**config.mk**
```make
export PLATFORM = sky130hd
export DESIGN_NAME = irq_router
export DESIGN_NICKNAME = d
export VERILOG_FILES = /design/src/rtl/irq_rt_pkg.sv /design/src/rtl/irq_slot_map.sv /design/src/rtl/irq_cfg_sel.sv /design/src/rtl/irq_out_drv.sv /design/src/rtl/irq_router.sv
export SDC_FILE = /design/constraint.sdc
export NUM_CORES = 1
export LEC_CHECK = 0
export ABC_AREA = 1
export BUFFER_PORTS_ARGS = -buffer_cell sky130_fd_sc_hd__buf_2
export CORE_ASPECT_RATIO = 1.2
export CORE_MARGIN = 2
export CORE_UTILIZATION = 30
export CTS_BUF_LIST = sky130_fd_sc_hd__clkbuf_8 sky130_fd_sc_hd__clkbuf_16
export DETAILED_ROUTE_END_ITERATION = 12
export RECOVER_POWER = 100
export SLEW_MARGIN = 30
export SYNTH_ARGS = -nofsm -noshare
export SYNTH_HDL_FRONTEND = slang
export SYNTH_SLANG_ARGS = --single-unit
```
**constraint.sdc**
```tcl
create_clock -name clk_i -period 1.01 [get_ports clk_i]
set_input_delay 0.101 -clock clk_i [delete_from_list [all_inputs] [get_ports clk_i]]
set_output_delay 0.101 -clock clk_i [all_outputs]
set_load 0.02 [all_outputs]
```
**src/rtl/irq_rt_pkg.sv**
```systemverilog
package irq_rt_pkg;
  typedef enum logic [1:0] {
    ACT_HOLD  = 2'd0,
    ACT_PULSE = 2'd1,
    ACT_RAISE = 2'd2,
    ACT_LOWER = 2'd3
  } irq_act_e;
endpackage

```
**src/rtl/irq_slot_map.sv**
```systemverilog
module irq_slot_map #(
  parameter int SLOT_W       = 5,
  parameter int PIN_W        = 2,
  parameter int NUM_W        = 6,
  parameter int IRQ_BASE     = 32,
  parameter int SB_SLOT      = 5,
  parameter int GFX_SLOT     = 6,
  parameter int GFX_LINE     = 4,
  parameter int NIC_SLOT     = 7,
  parameter int NIC_LINE     = 5,
  parameter int EXP_FIRST    = 8,
  parameter int EXP_LAST     = 12,
  parameter int EXP_LINE_OFS = 6
) (
  input  logic [SLOT_W-1:0] slot_i,
  input  logic [PIN_W-1:0]  pin_i,
  output logic [NUM_W-1:0]  num_o
);
  localparam logic [NUM_W-1:0] EXP_BIAS = NUM_W'(IRQ_BASE + EXP_LINE_OFS - EXP_FIRST);

  always_comb begin
    if (slot_i == SLOT_W'(SB_SLOT))
      num_o = NUM_W'(IRQ_BASE) + NUM_W'(pin_i);
    else if (slot_i == SLOT_W'(GFX_SLOT))
      num_o = NUM_W'(IRQ_BASE + GFX_LINE);
    else if (slot_i == SLOT_W'(NIC_SLOT))
      num_o = NUM_W'(IRQ_BASE + NIC_LINE);
    else if (slot_i >= SLOT_W'(EXP_FIRST) && slot_i <= SLOT_W'(EXP_LAST))
      num_o = EXP_BIAS + NUM_W'(slot_i) + NUM_W'(pin_i);
    else
      num_o = NUM_W'(pin_i);  // pass-through, below base
  end
endmodule

```
**src/rtl/irq_cfg_sel.sv**
```systemverilog
module irq_cfg_sel #(
  parameter int NUM_W    = 6,
  parameter int LINES    = 32,
  parameter int IRQ_BASE = 32
) (
  input  logic [NUM_W-1:0] num_i,
  input  logic [LINES-1:0] edge_mode_i,
  input  logic [LINES-1:0] polarity_i,
  output logic             hit_o,
  output logic             edge_o,
  output logic             pol_o
);
  localparam int XW = NUM_W + 1;

  logic [XW-1:0]    num_x;
  logic [NUM_W-1:0] ofs;
  logic [LINES-1:0] sel;

  assign num_x = {1'b0, num_i};
  assign hit_o = (num_x >= XW'(IRQ_BASE)) && (num_x < XW'(IRQ_BASE + LINES));
  assign ofs   = num_i - NUM_W'(IRQ_BASE);

  for (genvar g = 0; g < LINES; g++) begin : g_line
    assign sel[g] = hit_o && (ofs == NUM_W'(g));
  end

  assign edge_o = |(sel & edge_mode_i);
  assign pol_o  = |(sel & polarity_i);

  always_comb begin

    line_sel_onehot_chk: assert ($onehot0(sel));
  end
endmodule

```
**src/rtl/irq_out_drv.sv**
```systemverilog
module irq_out_drv
  import irq_rt_pkg::*;
(
  input  logic clk_i,
  input  logic rst_ni,
  input  logic evt_i,
  input  logic hit_i,
  input  logic edge_i,
  input  logic pol_i,
  output logic irq_o
);
  irq_act_e act;
  logic     irq_q, pulse_q;

  always_comb begin
    if (!evt_i || !hit_i) act = ACT_HOLD;
    else if (edge_i)      act = ACT_PULSE;
    else if (pol_i)       act = ACT_RAISE;
    else                  act = ACT_LOWER;
  end

  always_ff @(posedge clk_i or negedge rst_ni) begin
    if (!rst_ni) begin
      irq_q   <= 1'b0;
      pulse_q <= 1'b0;
    end else begin
      unique case (act)
        ACT_PULSE: begin irq_q <= 1'b1; pulse_q <= 1'b1; end
        ACT_RAISE: begin irq_q <= 1'b1; pulse_q <= 1'b0; end
        ACT_LOWER: begin irq_q <= 1'b0; pulse_q <= 1'b0; end
        default: if (pulse_q) begin irq_q <= 1'b0; pulse_q <= 1'b0; end
      endcase
    end
  end

  assign irq_o = irq_q;


  pulse_rise_chk: assert property (@(posedge clk_i) disable iff (!rst_ni)
    (act == ACT_PULSE) |=> irq_o);

  pulse_end_chk: assert property (@(posedge clk_i) disable iff (!rst_ni)
    (pulse_q && act == ACT_HOLD) |=> !irq_o);

  level_raise_chk: assert property (@(posedge clk_i) disable iff (!rst_ni)
    (act == ACT_RAISE) |=> irq_o);

  level_lower_chk: assert property (@(posedge clk_i) disable iff (!rst_ni)
    (act == ACT_LOWER) |=> !irq_o);

  idle_hold_chk: assert property (@(posedge clk_i) disable iff (!rst_ni)
    (!evt_i && !pulse_q) |=> $stable(irq_o));
endmodule

```
**src/rtl/irq_router.sv**
```systemverilog
module irq_router #(
  parameter int SLOT_W       = 5,
  parameter int PIN_W        = 2,
  parameter int LINES        = 32,
  parameter int IRQ_BASE     = 32,
  parameter int SB_SLOT      = 5,
  parameter int GFX_SLOT     = 6,
  parameter int GFX_LINE     = 4,
  parameter int NIC_SLOT     = 7,
  parameter int NIC_LINE     = 5,
  parameter int EXP_FIRST    = 8,
  parameter int EXP_LAST     = 12,
  parameter int EXP_LINE_OFS = 6
) (
  input  logic              clk_i,
  input  logic              rst_ni,
  input  logic              evt_valid_i,
  input  logic [SLOT_W-1:0] evt_slot_i,
  input  logic [PIN_W-1:0]  evt_pin_i,
  input  logic [LINES-1:0]  edge_mode_i,
  input  logic [LINES-1:0]  polarity_i,
  output logic              cpu_irq_o
);
  localparam int NUM_W = $clog2(IRQ_BASE + LINES);

  logic [NUM_W-1:0] irq_num;
  logic             hit, edge_bit, pol_bit;

  irq_slot_map #(
    .SLOT_W(SLOT_W), .PIN_W(PIN_W), .NUM_W(NUM_W), .IRQ_BASE(IRQ_BASE),
    .SB_SLOT(SB_SLOT), .GFX_SLOT(GFX_SLOT), .GFX_LINE(GFX_LINE),
    .NIC_SLOT(NIC_SLOT), .NIC_LINE(NIC_LINE), .EXP_FIRST(EXP_FIRST),
    .EXP_LAST(EXP_LAST), .EXP_LINE_OFS(EXP_LINE_OFS)
  ) u_map (
    .slot_i(evt_slot_i),
    .pin_i (evt_pin_i),
    .num_o (irq_num)
  );

  irq_cfg_sel #(
    .NUM_W(NUM_W), .LINES(LINES), .IRQ_BASE(IRQ_BASE)
  ) u_sel (
    .num_i      (irq_num),
    .edge_mode_i(edge_mode_i),
    .polarity_i (polarity_i),
    .hit_o      (hit),
    .edge_o     (edge_bit),
    .pol_o      (pol_bit)
  );

  irq_out_drv u_drv (
    .clk_i (clk_i),
    .rst_ni(rst_ni),
    .evt_i (evt_valid_i),
    .hit_i (hit),
    .edge_i(edge_bit),
    .pol_i (pol_bit),
    .irq_o (cpu_irq_o)
  );


  passthrough_below_base_chk: assert property (@(posedge clk_i) disable iff (!rst_ni)
    (evt_slot_i < SLOT_W'(SB_SLOT) || evt_slot_i > SLOT_W'(EXP_LAST)) |-> !hit);
endmodule

```
; Yosys cells after proc, flatten, opt, wreduce, memory -nomap -nowiden
; Cells that the tools add are included.
; Widths: inputs -> output; s select.
[word_totals]
word_cells = 101
inputBits = 74
reg_bits = 2
[classes]
n_lt_le_gt_ge = 4
mux = 10
n_addsub = 4
reduce_logical = 42
eq_ne = 37
bitwise_logic = 2
[op_table]
columns = op, count
row1 = $eq 6x5->1 const B, 16
row2 = $and 32x32->32, 2
row3 = $reduce_or 32->1, 2
row4 = $eq 6x4->1 const B, 8
row5 = $logic_and 1x1->1, 34
row6 = $eq 6x3->1 const B, 4
row7 = $mux 6, 4
row8 = $eq 5x3->1 const B, 3
row9 = $eq 6x2->1 const B, 2
row10 = $lt 6x7->1 const B, 1
row11 = $add 5x5->6 const A, 1
row12 = $add 6x2->6, 1
row13 = $add 6x2->6 const A, 1
row14 = $eq 6x1->1 const B, 1
row15 = $ge 6x6->1 const B, 1
row16 = $logic_not 6->1, 1
row17 = $sub 6x6->6 const B, 1
row18 = $ge 5x4->1 const B, 1
row19 = $le 5x4->1 const B, 1
row20 = $eq 2x2->1 const B, 2
row21 = $mux 2, 2
row22 = $mux 1, 3
row23 = $reduce_bool 3->1, 1
row24 = $eq 2x1->1 const B, 1
row25 = 4 further kinds, 5

; Longest topological paths before layout
[depth]
word_depth = 17
ltp_mapped = 22
mapped_depth_nobuf = 21

; Cells and area by module
; From an unflattened synthesis, not the netlist that was laid out.
[hier_totals]
cells_unflattened = 238
hier_area_um2 = 1208.7
[modules_own_cells]
columns = module, area_per_inst_um2, cells_each, instances
row1 = irq_cfg_sel, 758.2, 168, 1
row2 = irq_slot_map, 341.6, 58, 1
row3 = irq_out_drv, 108.9, 12, 1

; Worst setup path after synthesis
; Ideal clock, no wire load.
[synth_path]
kind = input port to flip-flop
start = input port evt_slot_i[1]
end = register u_drv.irq_q, in the netlist u_drv.irq_o
arrival_time_ns = 2.676
t_required_ns = 0.933
setup_time_ns = 0.077
stages = 22
path_slack_ns = -1.743
cell_sequence = inv_1 ha_1 inv_1 ha_1 fa_1 a21oi_1 nor2_1 nor2_2 nor2_1 nor2_1 nor2_2 buf_6 nand4_1 nand2_1 inv_1 nand2_1 nor2_1 nand2_1 nor2_2 nand3_1 ha_1 a21oi_1
[synth_via]
elab_chain_len = 17
word_cells_on_any_way = 95
cone_classes = add/sub: 3 / order compare: 4 / eq/ne: 37 / mux: 8 / bitwise: 2 / reduce/logical: 41
[synth_lines]
columns = item, line
row1 = from (decl), irq_router.sv:18  ; input logic [SLOT_W-1:0] evt_slot_i,
row2 = $add 5x5->6 (tied with other cells), irq_slot_map.sv:29  ; num_o = EXP_BIAS + NUM_W'(slot_i) + NUM_W'(pin_i);
row3 = $add 6x2->6 or $logic_and 1x1->1 (tied branches), "irq_slot_map.sv:29, irq_slot_map.sv:28"
row4 = $mux 6, irq_slot_map.sv:28  ; else if (slot_i >= SLOT_W'(EXP_FIRST) && slot_i <= SLOT_W'(EXP_LAST))
row5 = $mux 6, irq_slot_map.sv:26  ; else if (slot_i == SLOT_W'(NIC_SLOT))
row6 = $mux 6, irq_slot_map.sv:24  ; else if (slot_i == SLOT_W'(GFX_SLOT))
row7 = $mux 6 (*), irq_slot_map.sv:22  ; if (slot_i == SLOT_W'(SB_SLOT))
row8 = $sub 6x6->6 (tied with other cells), irq_cfg_sel.sv:21  ; assign ofs = num_i - NUM_W'(IRQ_BASE);
row9 = $eq 6x1->1 (tied with other cells), irq_cfg_sel.sv:24  ; assign sel[g] = hit_o && (ofs == NUM_W'(g));
row10 = $logic_and 1x1->1, irq_cfg_sel.sv:24
row11 = $and 32x32->32, irq_cfg_sel.sv:28  ; assign pol_o = |(sel & polarity_i);
row12 = $reduce_or 32->1, irq_cfg_sel.sv:28
row13 = $mux 1, irq_out_drv.sv:18  ; else if (pol_i) act = ACT_RAISE;
row14 = $mux 2, irq_out_drv.sv:17  ; else if (edge_i) act = ACT_PULSE;
row15 = $mux 2 (*), irq_out_drv.sv:16  ; if (!evt_i || !hit_i) act = ACT_HOLD;
row16 = $eq 2x1->1 or $eq 2x2->1 (tied branches), irq_out_drv.sv:27  ; unique case (act)
row17 = $reduce_or 2->1 (no line), --
row18 = $pmux 1 s2 or $reduce_bool 3->1 (tied branches), --
row19 = to (signal assigned), irq_out_drv.sv:28  ; ACT_PULSE: begin irq_q <= 1'b1; pulse_q <= 1'b1; end
row20 = to (signal assigned), irq_out_drv.sv:29  ; ACT_RAISE: begin irq_q <= 1'b1; pulse_q <= 1'b0; end
row21 = to (signal assigned), irq_out_drv.sv:30  ; ACT_LOWER: begin irq_q <= 1'b0; pulse_q <= 1'b0; end
row22 = to (decl), irq_out_drv.sv:13  ; logic irq_q, pulse_q;
; Mark *: on every way between the ends. The rest lies on a longest branch, timed or not.
; A chain may end at the register's enable or synchronous reset.

; Final worst setup path
; Same ends and word-level chain as after synthesis.

==> flow_summary.json <==
{
  "max_freq_mhz": 379,
  "die_w_um": 65.8,
  "fin_ws_ns": -1.63,
  "synth_xor_area_share_pct": 0.637,
  "hold_viol_final": 0,
  "via_per_inst": 5.10,
  "finalCritPeriodShare_pct": 262,
  "drc": 0,
  "tns_ns": -3.11,
  "critPathLaunchType": "primary input",
  "gp_congestion": 0.845,
  "ys_warn_count": 0,
  "synth_mux_area_share_pct": 0,
  "p_leak_nw": 1.24,
  "wirelength_um": 5210,
  "die_h_um": 78.2,
  "dr.pass1.iters": 7,
  "design_area_um2": 2310,
  "cp-end-kind": "register",
  "synth-simple-area-share_pct": 68.8,
  "postRouteAntennaNets": 0,
  "path_max_fanout": 12,
  "area_growth_pct": 67.7,
  "start_util_pct": 30.6,
  "maxCapViolCount": 0,
  "drive_above_1_share_pct": 49.0,
  "synth-compound-area-share_pct": 1.73,
  "syn_inst": 237,
  "finalSetupViolCount": 2,
  "slew_viol_final": 0,
  "cp.arrival_ns": 2.78,
  "tritoncts": "done",
  "grt_use_total_pct": 20.2,
  "reg2reg_depth": 4,
  "antenna_found_initial": 0,
  "routed-via-count": 2047,
  "holdWs_ns": 0.211,
  "ioPinCount": 75,
  "required_ns": 1.15,
  "nets": 429,
  "synth_top_family_by_area": "simple AND/OR/NAND/NOR gates",
  "first_global_vias": 1879,
  "ys_seq_area_share_pct": 3.64,
  "path_delay_family": "adder cells",
  "cp.depth": 20,
  "syn_nets": 321,
  "cts_root_buffer": "clkbuf_8",
  "status": "complete, but fails checks",
  "violations": "negative setup slack",
  "antennaDiodeCount": 0,
  "crit_chain": "buf_12 > inv_12 > ha_4 > inv_2 > ha_4 > fa_2 > nand4_1 > nand2_2 > buf_4 > nor2_4 > nand4_1 > nand2_1 > inv_1 > nand2_1 > nor2_1 > nand2_1 > nor2_4 > a21oi_2 > ha_4 > a21oi_2",
  "grt_start_max_net_pins": 21,
  "grt_pass1_wl_um": 8400,
  "clk_latency_ns": 0.21,
  "synth.avg_cell_area_um2": 5.80,
  "syn_area_um2": 1380,
  "drtIter0Drc": 227,
  "clk_pin_slew_ns": 0.03,
  "clk_path_buf_depth": 2,
  "min_period_ns": 2.64,
  "core_area_um2": 4490,
  "peakVddDrop_uv": 297,
  "critPathKind": "primary input to register",
  "dp_hpwl_um": 3950,
  "cts.sinks": 2,
  "wire_per_inst_um": 13.0,
  "dieArea_um2": 5140,
  "synth_fa_ha_area_share_pct": 9.65,
  "slew_headroom_pct": 67.1,
  "cts_buffers": 3,
  "tightestPinTransition_ns": 0.493,
  "path_buf_inv": 5,
  "rsz0062_at_grt": "yes",
  "htree_levels": 1,
  "place_area_um2": 2060,
  "slowest_stage": "fa_2",
  "num_rows": 27,
  "ys_types": 23,
  "portBuffers": 74,
  "dp_slack_ns": -2.24,
  "finalClockSkew_ns": 0.00614,
  "final_util_pct": 51.3,
  "ys_ff_latch": 2,
  "grt_overflow": 0,
  "p_per_area_nw_per_um2": 677,
  "hp-class": "primary input to asynchronous set/reset pin",
  "slowest_delay_ns": 0.40
}
## per-layer routing
metal | part of all wire (%) | GRT usage [%]
met1 | 39 | 24.0
met2 | 50 | 37.4
met3 | 9.3 | 2.87
met4 | 1.3 | 4.58
met5 | 0 | 0
## kinds of logic (layout without fill, tap and decap cells)
| family | after synthesis | count (layout) |
|---|---|---|
| AND/OR/NAND/NOR | 177 | 180 |
| adder cells (fa/ha/maj) | 10 | 10 |
| flip-flops | 2 | 2 |
| XOR/XNOR | 1 | 1 |
| buffers and inverters | 43 | 146 |
| AO/OA/AOI/OAI | 4 | 4 |
## cells in the final DEF, fill, tap and decap left out, types with 2 or more instances in the layout
| master | Yosys | routed |
|---|---|---|
| nand2_4 | 1 | 2 |
| ha_4 | 0 | 3 |
| inv_2 | 5 | 6 |
| clkbuf_1 | 0 | 2 |
| inv_1 | 25 | 20 |
| clkbuf_8 | 0 | 3 |
| inv_6 | 0 | 2 |
| clkinvlp_4 | 0 | 2 |
| buf_6 | 5 | 2 |
| dfrtp_1 | 2 | 2 |
| buf_2 | 6 | 70 |
| nand2_2 | 4 | 7 |
| nor2_1 | 26 | 19 |
| buf_4 | 2 | 32 |
| buf_12 | 0 | 4 |
| nand2_1 | 54 | 50 |
| nor2_2 | 7 | 8 |
| nand3_4 | 2 | 2 |
| nand3_2 | 1 | 4 |
| nor2_4 | 4 | 13 |
| ha_1 | 9 | 6 |
| a21oi_2 | 1 | 3 |
| nand3_1 | 23 | 20 |
| nand4_1 | 53 | 53 |
## flip-flops by register name, summed over array words and instances (netlist names)
| signal | flops |
|---|---|
| u_drv.irq_o | 1 |
| u_drv.pulse_q | 1 |
## report_power, final
| part | internal [W] | total (W) | switching [W] |
|---|---|---|---|
| clock network | 0.000252 | 0.000318 | 0.0000656 |
| registers | 0.0000991 | 0.000107 | 0.00000820 |
| logic | 0.000487 | 0.00114 | 0.000649 |
## final timing paths
check	start	end	slack (ns)
min reg2reg	u_drv.pulse_q$_DFF_PN0_	u_drv.irq_o$_DFFE_PN0P_	0.52
min in group clk_i	evt_valid_i	u_drv.pulse_q$_DFF_PN0_	0.23
max	evt_slot_i[1]	u_drv.irq_o$_DFFE_PN0P_	-1.63
min	rst_ni	u_drv.irq_o$_DFFE_PN0P_	0.21
max reg2reg	u_drv.pulse_q$_DFF_PN0_	u_drv.irq_o$_DFFE_PN0P_	0.28
max in group asynchronous	rst_ni	u_drv.pulse_q$_DFF_PN0_	0.67
## cell usage after synthesis (all sizes together)
library cell	number	area, um^2
nand2	59	239
nand4	54	344
nor2	37	186
inv	30	113
nand3	26	160
buf	13	101
ha	9	113
a21oi	4	23.8
dfrtp	2	50.1
fa	1	20.0
nor3	1	16.3
xor2	1	8.76
## what timing repair did
item,4_1_cts,5_1_grt
pin swaps,38,13
hold buffers,1,0
gates cloned,4,0
gates resized for setup,28,8
endpoints found under the hold margin,2,0
setup endpoints to repair,2,2
buffers inserted,5,0
## stage by stage
step	std cells	power, W
floorplan	237	0.000681
global placement	388	0.00105
detailed placement	389	0.00107
CTS	401	0.00156
global route	401	0.00168
finish	401	0.00156
## worst reg2reg max path, delay by kind of cell, from the launching register on
family | cells | cell delay (ns)
buffers and inverters | 1 | 0.05
AND/OR/NAND/NOR | 2 | 0.19
flip-flops | 1 | 0.34
AO/OA/AOI/OAI | 1 | 0.04
## layout make-up
class	instances	area [um^2]
Clock buffer	3	41.3
Fill cell	461	2190
Inverter	30	139
Multi-Input combinational cell	195	1270
Sequential cell	2	50.0
Tap cell	58	72.6
Timing Repair Buffer	112	726
Timing Repair inverter	1	7.51
Power figures use the tool's default switching activity.
